## src/rtl/bclass_pkg.sv

```systemverilog
// Package: class-mask layout shared by the classifier and its users.
// Assumes an 18-bit mask; bit positions are decoded by the sampling filter.
package bclass_pkg;
    localparam int CLS_W      = 18;
    localparam int B_USER     = 0;
    localparam int B_KERN     = 1;
    localparam int B_CALL     = 2;
    localparam int B_RET      = 3;
    localparam int B_SYSC     = 4;
    localparam int B_SYSR     = 5;
    localparam int B_SWINT    = 6;
    localparam int B_IRET     = 7;
    localparam int B_COND     = 8;
    localparam int B_JMP      = 9;
    localparam int B_HWINT    = 10;
    localparam int B_ICALL    = 11;
    localparam int B_ABORT    = 12;
    localparam int B_ZCALL    = 15;
    localparam int B_IJMP     = 17;

    typedef logic [CLS_W-1:0] cls_t;

    // Mask with a single class bit set.
    function automatic cls_t cls_bit(input int idx);
        cls_t m;
        m = '0;
        m[idx] = 1'b1;
        return m;
    endfunction
endpackage

```

## src/rtl/bclass_opdec.sv

```systemverilog
// Opcode decoder: maps opcode bytes to a single raw class bit, or none.
// Assumes bytes are valid; privilege and abort handling happen downstream.
module bclass_opdec
    import bclass_pkg::*;
#(
    parameter int BYTE_W = 8,
    parameter int REG_W  = 3
) (
    input  logic [BYTE_W-1:0] opc0,
    input  logic [BYTE_W-1:0] opc1,
    input  logic [REG_W-1:0]  modrm_reg,
    input  logic              imm_is_zero,
    output cls_t              raw_cls
);
    cls_t esc_cls;
    cls_t grp_cls;

    // Second-byte decode behind the 0x0F escape.
    always_comb begin
        case (opc1) inside
            8'h05, 8'h34:   esc_cls = cls_bit(B_SYSC);
            8'h07, 8'h35:   esc_cls = cls_bit(B_SYSR);
            [8'h80:8'h8F]:  esc_cls = cls_bit(B_COND);
            default:        esc_cls = '0;
        endcase
    end

    // Group decode of 0xFF by ModRM reg field.
    always_comb begin
        case (modrm_reg)
            3'd2, 3'd3: grp_cls = cls_bit(B_ICALL);
            3'd4, 3'd5: grp_cls = cls_bit(B_IJMP);
            default:    grp_cls = '0;
        endcase
    end

    // Primary opcode decode.
    always_comb begin
        case (opc0) inside
            8'h0F:                      raw_cls = esc_cls;
            [8'h70:8'h7F], [8'hE0:8'hE3]: raw_cls = cls_bit(B_COND);
            8'hC2, 8'hC3, 8'hCA, 8'hCB: raw_cls = cls_bit(B_RET);
            8'hCF:                      raw_cls = cls_bit(B_IRET);
            [8'hCC:8'hCE]:              raw_cls = cls_bit(B_SWINT);
            8'h9A:                      raw_cls = cls_bit(B_CALL);
            8'hE8:                      raw_cls = imm_is_zero ? cls_bit(B_ZCALL) : cls_bit(B_CALL);
            [8'hE9:8'hEB]:              raw_cls = cls_bit(B_JMP);
            8'hFF:                      raw_cls = grp_cls;
            default:                    raw_cls = '0;
        endcase
    end
endmodule

```

## src/rtl/bclass_privfix.sv

```systemverilog
// Privilege resolver: applies the zero-address, abort and fetch-failure
// early exits, the user-to-kernel interrupt override and the target tag.
// Assumes raw_cls holds at most one class bit.
module bclass_privfix
    import bclass_pkg::*;
(
    input  cls_t raw_cls,
    input  logic src_is_zero,
    input  logic dst_is_zero,
    input  logic src_kern,
    input  logic dst_kern,
    input  logic tx_abort,
    input  logic op_ok,
    output cls_t fin_cls
);
    cls_t tgt_tag;
    cls_t typed;
    logic ring_in;

    // Target privilege tag and ring-entry detection.
    always_comb begin
        tgt_tag = dst_kern ? cls_bit(B_KERN) : cls_bit(B_USER);
        ring_in = !src_kern && dst_kern;
    end

    // Interrupt override, then privilege tagging of non-empty results.
    always_comb begin
        typed = raw_cls;
        if (ring_in && !raw_cls[B_SYSC] && !raw_cls[B_SWINT])
            typed = cls_bit(B_HWINT);
        if (typed != '0)
            typed = typed | tgt_tag;
    end

    // Early-exit priority: zero address, abort, failed fetch, decode.
    always_comb begin
        if (src_is_zero || dst_is_zero)
            fin_cls = '0;
        else if (tx_abort)
            fin_cls = cls_bit(B_ABORT) | tgt_tag;
        else if (!op_ok)
            fin_cls = cls_bit(B_ABORT);
        else
            fin_cls = typed;
    end
endmodule

```

## src/rtl/bclass_top.sv

```systemverilog
// Branch class classifier top: decode plus resolve, registered once.
// Assumes inputs are known whenever in_valid is high; result follows
// one cycle later and holds until the next valid input.
module bclass_top
    import bclass_pkg::*;
#(
    parameter int BYTE_W = 8,
    parameter int REG_W  = 3
) (
    input  logic              clk,
    input  logic              rst_n,
    input  logic              in_valid,
    input  logic              src_is_zero,
    input  logic              dst_is_zero,
    input  logic              src_kern,
    input  logic              dst_kern,
    input  logic              tx_abort,
    input  logic              op_ok,
    input  logic [BYTE_W-1:0] opc0,
    input  logic [BYTE_W-1:0] opc1,
    input  logic [REG_W-1:0]  modrm_reg,
    input  logic              imm_is_zero,
    output logic              out_valid,
    output logic [CLS_W-1:0]  br_class
);
    cls_t raw_cls;
    cls_t fin_cls;

    bclass_opdec #(.BYTE_W(BYTE_W), .REG_W(REG_W)) u_dec (
        .opc0(opc0), .opc1(opc1), .modrm_reg(modrm_reg),
        .imm_is_zero(imm_is_zero), .raw_cls(raw_cls)
    );

    bclass_privfix u_fix (
        .raw_cls(raw_cls), .src_is_zero(src_is_zero), .dst_is_zero(dst_is_zero),
        .src_kern(src_kern), .dst_kern(dst_kern), .tx_abort(tx_abort),
        .op_ok(op_ok), .fin_cls(fin_cls)
    );

    // Output register: capture on valid input, hold otherwise.
    always_ff @(posedge clk) begin
        if (!rst_n) begin
            out_valid <= 1'b0;
            br_class  <= '0;
        end else begin
            out_valid <= in_valid;
            if (in_valid)
                br_class <= fin_cls;
        end
    end

    // zero address yields an empty mask.
    a_r2_zero_addr: assert property (@(posedge clk) disable iff (!rst_n)
        in_valid && (src_is_zero || dst_is_zero) |=> br_class == '0);

    // abort yields abort plus target privilege.
    a_r3_abort: assert property (@(posedge clk) disable iff (!rst_n)
        in_valid && !src_is_zero && !dst_is_zero && tx_abort
        |=> br_class == (cls_bit(B_ABORT) | (dst_kern ? cls_bit(B_KERN) : cls_bit(B_USER))) ||
            (br_class == (cls_bit(B_ABORT) | ($past(dst_kern) ? cls_bit(B_KERN) : cls_bit(B_USER)))));

    // user-to-kernel decode lands on interrupt, syscall or software interrupt.
    a_r9_ring_entry: assert property (@(posedge clk) disable iff (!rst_n)
        in_valid && !src_is_zero && !dst_is_zero && !tx_abort && op_ok && !src_kern && dst_kern
        |=> br_class[B_HWINT] || br_class[B_SYSC] || br_class[B_SWINT]);

    // a decoded non-empty result carries exactly the target privilege bit.
    a_r10_tgt_tag: assert property (@(posedge clk) disable iff (!rst_n)
        in_valid && !src_is_zero && !dst_is_zero && !tx_abort && op_ok
        |=> br_class == '0 || (br_class[B_KERN] == $past(dst_kern) && br_class[B_USER] == !$past(dst_kern)));

    // at most one type bit outside the privilege pair, unused bits clear.
    a_r1_one_type: assert property (@(posedge clk) disable iff (!rst_n)
        out_valid |-> $onehot0(br_class[CLS_W-1:2]) && !br_class[13] && !br_class[14] && !br_class[16]);

    // output valid tracks input valid by one cycle; class holds when idle.
    a_r11_valid_lag: assert property (@(posedge clk) disable iff (!rst_n)
        in_valid |=> out_valid);
    a_r11_hold: assert property (@(posedge clk) disable iff (!rst_n)
        !in_valid && rst_n |=> $stable(br_class));
endmodule

```

## config.mk

```make
export PLATFORM = sky130hd
export DESIGN_NAME = bclass_top
export DESIGN_NICKNAME = d
export VERILOG_FILES = /design/src/rtl/bclass_pkg.sv /design/src/rtl/bclass_opdec.sv /design/src/rtl/bclass_privfix.sv /design/src/rtl/bclass_top.sv
export SDC_FILE = /design/constraint.sdc
export NUM_CORES = 1
export LEC_CHECK = 0
export BUFFER_PORTS_ARGS = -buffer_cell sky130_fd_sc_hd__buf_4
export CORE_MARGIN = 2
export CORE_UTILIZATION = 40
export DETAILED_ROUTE_END_ITERATION = 10
export PLACE_DENSITY = 0.7
export SETUP_SLACK_MARGIN = 0.02
export SLEW_MARGIN = 20
export SYNTH_ARGS = -nofsm -noshare
export SYNTH_HDL_FRONTEND = slang
export SYNTH_HIERARCHICAL = 1
export SYNTH_SLANG_ARGS = --single-unit
export TNS_END_PERCENT = 100
```

## constraint.sdc

```tcl
create_clock -name clk -period 1.6 [get_ports clk]
set_input_delay 0.16 -clock clk [delete_from_list [all_inputs] [get_ports clk]]
set_output_delay 0.16 -clock clk [all_outputs]
set_load 0.01 [all_outputs]
```

==> impl_metrics.csv, run 1 <==
group,metric,value,unit
worst_setup_path,critPathMaxStageDelay,310,ps
timing,skew,0,ps
timing,fin_setup_tns,0,ps
synthesis,synth.top_cell.area_share,29.4,%
pwr,power_frac_clock,25.8,%
worst_setup_path,crit_slowest_cell,"nor4_1",
pwr,intPower,690,uW
clock_tree,cts-root-buf,"clkbuf_4",
synthesis,synth_area,1290,um2
floorplanning,io_pins,48,
timing,timing.fmax,662,MHz
timing,final_hold_viol_count,0,
detailed_routing,highest_layer,"met4",
worst_setup_path,worst_setup_path_start_kind,"input pin",
global_route,grt_pass1_wl,4.89,mm
detailed_routing,met1_length,1.24,mm
floorplanning,core,3050,um2
layout,fin_util,60.0,%
worst_setup_path,crit_type,"in2reg",
synthesis,ys_warn_count,6,
pwr,vdd_drop_max,0.310,mV
worst_setup_path,crit_family,"simple AND/OR/NAND/NOR gates",
detailed_routing,first_pass_iters,4,
detailed_routing,ant_nets,0,
timing,finalCritPeriodShare,94.5,%
pwr,p_leak,0.000795,uW
global_route,grt_max_degree,20,
global_route,grt_pass1_vias,1202,
synthesis,synth.most_common_cell,"nor2b_1",
layout,fill_cells,304,
pwr,seqPwrFrac,51.5,%
run,max-cap-violations,0,
detailed_routing,num_vias,1242,
global_route,grt_usage,17.6,%
synthesis,synth_flop_cell,"dfxtp_1",
synthesis,synthTopCellsByCount,"21 x nor2b_1, 19 x dfxtp_1, 18 x mux2i_1, 12 x and2_1",
placement,dp_hpwl,2.51,mm
layout,layout-drive-gt1-share,38.2,%
pwr,power_density,508,nW/um2
timing,period_minus_slack,1510,ps
floorplanning,die-area,3700,um2
worst_setup_path,r2r_slack,970,ps
global_route,antenna_found_initial,0,
synthesis,yosysSeqAreaShare,29.4,%
detailed_routing,route.detailed.drc,0,
clock_tree,htree_num_levels,1,
synthesis,syn_inst,145,
pwr,pwr-share-comb,22.7,%
detailed_routing,avgViaCountPerCell,4.95,
detailed_routing,wl_met3,186,um
layout,antenna_cells,0,
synthesis,synth_top_area_cell,"dfxtp_1",
placement,place.gp.congestion,0.910,
synthesis,synth_area_leaders,"dfxtp_1 29%, mux2i_1 14%, nor2b_1 10%, and2_1 5.8%, buf_4 4.1%",
layout,multi_input_area,873,um2
clock_tree,cts.sinks,19,
clock_tree,cts_tree,"built",
detailed_routing,wire_per_inst,11.8,um
clock_tree,hold_buffers,0,
timing,slew_violations,0,
synthesis,syn_avg_cell_area,8.91,um2
synthesis,synth_edf_count,0,
clock_tree,cts_resized,0,
worst_setup_path,path_cells,"buf_4 -> buf_12 -> nor3b_2 -> nand3_1 -> nor4_2 -> nor4_1 -> nand3_1 -> nor4_2 -> o21ai_1 -> mux2i_1 -> nor2b_1",
worst_setup_path,critical_path_required,1790,ps
worst_setup_path,crit_fanout,7,
worst_hold_path,hold_path.class,"in2reg",
placement,port-buffer-count,46,
floorplanning,die_h,60.8,um
synthesis,ys_types,35,
pwr,switchingPower,241,uW
layout,area_growth,41.7,%
clock_tree,cts.clk_slew.worst_paths,110,ps
clock_tree,cts_buffers,3,
detailed_routing,wl_met2,1.50,mm
worst_setup_path,cp.arrival,1700,ps
synthesis,ys_seq_elements,19,
worst_setup_path,end_kind,"flop",
layout,seqCellArea,380,um2
detailed_routing,drt_iter0_markers,22,
synthesis,synth-async-reset-ratio,0,%
timing,rsz0062_at_grt,"true",
floorplanning,core.rowCount,20,
detailed_routing,wirelength,2.97,mm
floorplanning,die_width,60.8,um
clock_tree,clk_latency,290,ps
global_route,grt_overflow,0,
layout,final_nets,237,
clock_tree,cts_setup_buffers,0,
pwr,swShare,25.9,%
floorplanning,initial_core_util,42.3,%
timing,setup_viol,0,
worst_setup_path,cp_num_buf_inv,2,
status,outcome,"complete, no violations",
clock_tree,clockBufferDepth,2,
-- path summary, 6_finish.rpt --
path                              startpoint            to  cells past startpoint
worst max-delay path                 opc0[7]   br_class[1]                     11
worst min-delay path                   rst_n  br_class[14]                      2
worst max register to register  br_class[15]  br_class[15]                      2
worst min register to register   br_class[6]   br_class[6]                      2
-- power groups by stage --
stage | registers, uW | logic, uW | clock network [uW]
2_1_floorplan | 492 | 100 | 0
3_3_place_gp | 490 | 200 | 0
3_5_place_dp | 490 | 206 | 0
4_1_cts | 480 | 206 | 252
5_1_grt | 480 | 230 | 266
6_report | 479 | 211 | 240
-- cell families after synthesis --
logic type             synth area share, %
and+or+nand+nor                       41.4
muxes                                 13.9
AOI/OAI and AO/OA                     6.39
DFF                                   29.4
buffers and inverters                 8.52
other                                0.290
-- through the flow --
| stage | std cells | setup WS [ps] | hold WS (ps) | power [uW] | cell area [um2] |
|---|---|---|---|---|---|
| 2_1_floorplan | 151 | -16.3 | 288 | 593 | 1340 |
| 3_3_place_gp | 247 | -211 | 499 | 690 | 1780 |
| 3_5_place_dp | 247 | -288 | 510 | 696 | 1780 |
| 4_1_cts | 251 | 41.8 | 198 | 938 | 1810 |
| 5_1_grt | 251 | -0.762 | 196 | 976 | 1830 |
| 6_report | 251 | 88.7 | 204 | 930 | 1830 |
-- flip-flops by register name, summed over array words and instances (netlist names) --
| register | count |
|---|---|
| br_class | 18 |
| out_valid | 1 |
-- per-layer routing --
metal,global-route usage [%],vias to the layer above
met5,0,-
met4,9.01,0
met3,1.92,4
met2,32.3,47
met1,19.9,563
li1,-,628
-- cell type report --
class / count / area share (%)
well taps: 44 / 3.01
inverters: 3 / 0.615
clock buffers: 4 / 1.43
flip-flops and latches: 19 / 20.8
repair buffers: 63 / 26.5
multi-input cells: 118 / 47.7
-- layout by cell type, fill, tap and decap left out, types with 2 or more instances in the layout --
master	Yosys	routed
conb_1	1	7
a21oi_1	3	3
nor4_1	6	4
buf_4	7	62
nor3_1	3	2
nor4_2	1	2
nor3b_1	4	3
nand3_1	4	4
nor4b_4	2	2
o21ai_1	2	3
inv_1	3	3
nand2_1	5	5
nor2_1	7	7
clkbuf_4	0	3
nand4_1	3	3
nor4b_1	4	3
mux2i_1	18	18
and2_1	12	12
and2_2	3	3
dfxtp_1	19	19
nor2b_1	21	21
Note: power is estimated with default switching activity, not from simulation.
==> run 2: changes to the inputs <==
--- a/config.mk
+++ b/config.mk
@@ -8,6 +8,7 @@
 export BUFFER_PORTS_ARGS = -buffer_cell sky130_fd_sc_hd__buf_4
 export CORE_MARGIN = 2
 export CORE_UTILIZATION = 40
+export CTS_BUF_LIST = sky130_fd_sc_hd__clkbuf_2 sky130_fd_sc_hd__clkbuf_4 sky130_fd_sc_hd__clkbuf_8
 export DETAILED_ROUTE_END_ITERATION = 10
 export PLACE_DENSITY = 0.7
 export SETUP_SLACK_MARGIN = 0.02
==> impl_metrics.csv, run 2 (synthesis gave the netlist of run 1 again) <==
group,metric,value,unit
status,outcome,"complete, no violations",
floorplanning,die-area,3700,um2
timing,rsz0062_at_grt,"true",
layout,area_growth,42.0,%
placement,dp_hpwl,2.51,mm
clock_tree,cts_tree,"built",
detailed_routing,highest_layer,"met4",
clock_tree,cts.sinks,19,
worst_setup_path,cp.arrival,1700,ps
timing,final_hold_viol_count,0,
timing,finalCritPeriodShare,94.5,%
pwr,switchingPower,240,uW
floorplanning,die_h,60.8,um
clock_tree,cts-root-buf,"clkbuf_4",
worst_setup_path,crit_slowest_cell,"nor4_1",
worst_hold_path,hold_path.class,"in2reg",
detailed_routing,first_pass_iters,4,
placement,port-buffer-count,46,
placement,dpl_cell_area,1780,um2
worst_setup_path,end_kind,"flop",
detailed_routing,wire_per_inst,11.8,um
detailed_routing,avgViaCountPerCell,4.95,
timing,slew_violations,0,
layout,fill_cells,303,
floorplanning,core,3050,um2
global_route,grt_overflow,0,
global_route,antenna_found_initial,0,
worst_setup_path,worst_setup_path_start_kind,"input pin",
layout,fin_cells,251,
pwr,p_leak,0.000799,uW
timing,timing.fmax,661,MHz
clock_tree,clk_latency,280,ps
global_route,grt_pass1_vias,1202,
run,max-cap-violations,0,
pwr,vdd_drop_max,0.315,mV
timing,fin_setup_tns,0,ps
worst_setup_path,crit_type,"in2reg",
global_route,grt_pass1_wl,4.89,mm
pwr,swShare,25.4,%
layout,fin_util,60.1,%
worst_setup_path,critical_path_required,1790,ps
layout,final_cell_mix,"62 x buf_4, 21 x nor2b_1, 19 x dfxtp_1",
pwr,seqPwrFrac,50.6,%
layout,final_common_cell,"buf_4",
clock_tree,htree_num_levels,1,
placement,dp.cells,247,
worst_setup_path,critPathMaxStageDelay,310,ps
floorplanning,io_pins,48,
pwr,intPower,707,uW
layout,largest_reg_flops,18,
clock_tree,cts.clk_slew.worst_paths,110,ps
clock_tree,cts_setup_buffers,0,
detailed_routing,num_vias,1243,
worst_setup_path,crit_fanout,7,
timing,setup_viol,0,
detailed_routing,met1_length,1.24,mm
layout,seqCellArea,380,um2
detailed_routing,ant_nets,0,
global_route,grt_usage,17.6,%
clock_tree,clockBufferDepth,2,
layout,final_nets,237,
detailed_routing,wirelength,2.97,mm
global_route,grt_max_degree,20,
detailed_routing,wl_met3,186,um
detailed_routing,route.detailed.drc,0,
floorplanning,initial_core_util,42.3,%
clock_tree,cts_buffers,3,
floorplanning,die_width,60.8,um
timing,skew,0,ps
detailed_routing,wl_met2,1.50,mm
worst_setup_path,path_cells,"buf_4 -> buf_12 -> nor3b_2 -> nand3_1 -> nor4_2 -> nor4_1 -> nand3_1 -> nor4_2 -> o21ai_1 -> mux2i_1 -> nor2b_1",
layout,multi_input_area,873,um2
timing,whs,204,ps
floorplanning,core.rowCount,20,
layout,layout-drive-gt1-share,38.6,%
pwr,power_frac_clock,27.1,%
pwr,pwr-share-comb,22.3,%
detailed_routing,drt_iter0_markers,22,
layout,regMostFlops,"br_class",
placement,place.gp.congestion,0.910,
layout,top_regs,"br_class: 18 flops, out_valid: 1 flops",
layout,antenna_cells,0,
timing,period_minus_slack,1510,ps
pwr,power_density,516,nW/um2
layout,fin_area,1840,um2
[run 2: cell counts in the layout (fill, tap and decap cells not counted)]
No cell type changed its count.
[run 2: timing repair]
item	in CTS	in global routing
hold buffers	0	0
setup endpoints to repair	0	6
resized for setup	0	4
[run 2: path summary, 6_finish.rpt]
kind | startpoint | slack [ps] | end | cells after the start
max reg2reg | br_class[15] | 970 | br_class[15] | 2
min | rst_n | 200 | br_class[14] | 2
max | opc0[7] | 90 | br_class[1] | 11
min reg2reg | br_class[6] | 530 | br_class[6] | 2
[run 2: through the flow]
step	total power [uW]	setup WS [ps]
5_1_grt	994	0.267
6_report	947	88.2
3_5_place_dp	696	-288
4_1_cts	955	41.7
2_1_floorplan	593	-16.3
3_3_place_gp	690	-211
[run 2: power groups by stage]
stage	registers (uW)	clock network (uW)	logic (uW)
floorplan	492	0	100
global placement	490	0	200
detailed placement	490	0	206
CTS	480	269	206
global route	480	283	230
finish	479	257	211
[run 2: per-layer routing]
metal,global-route usage [%],vias to the layer above
li1,-,628
met1,19.9,564
met2,32.3,47
met3,1.92,4
met4,9.01,0
met5,0,-
[run 2: final cells by class]
class	instances	share of cell area, %
Tap cell	44	3.00
Multi-Input combinational cell	118	47.6
Clock buffer	4	1.64
Timing Repair Buffer	63	26.4
Inverter	3	0.613
Sequential cell	19	20.7
[run 2: critical path, delay by kind of cell]
kind,cells,cell delay [ps]
buf+inv,2,240
compound gates,1,100
simple gates,7,1060
mux,1,140
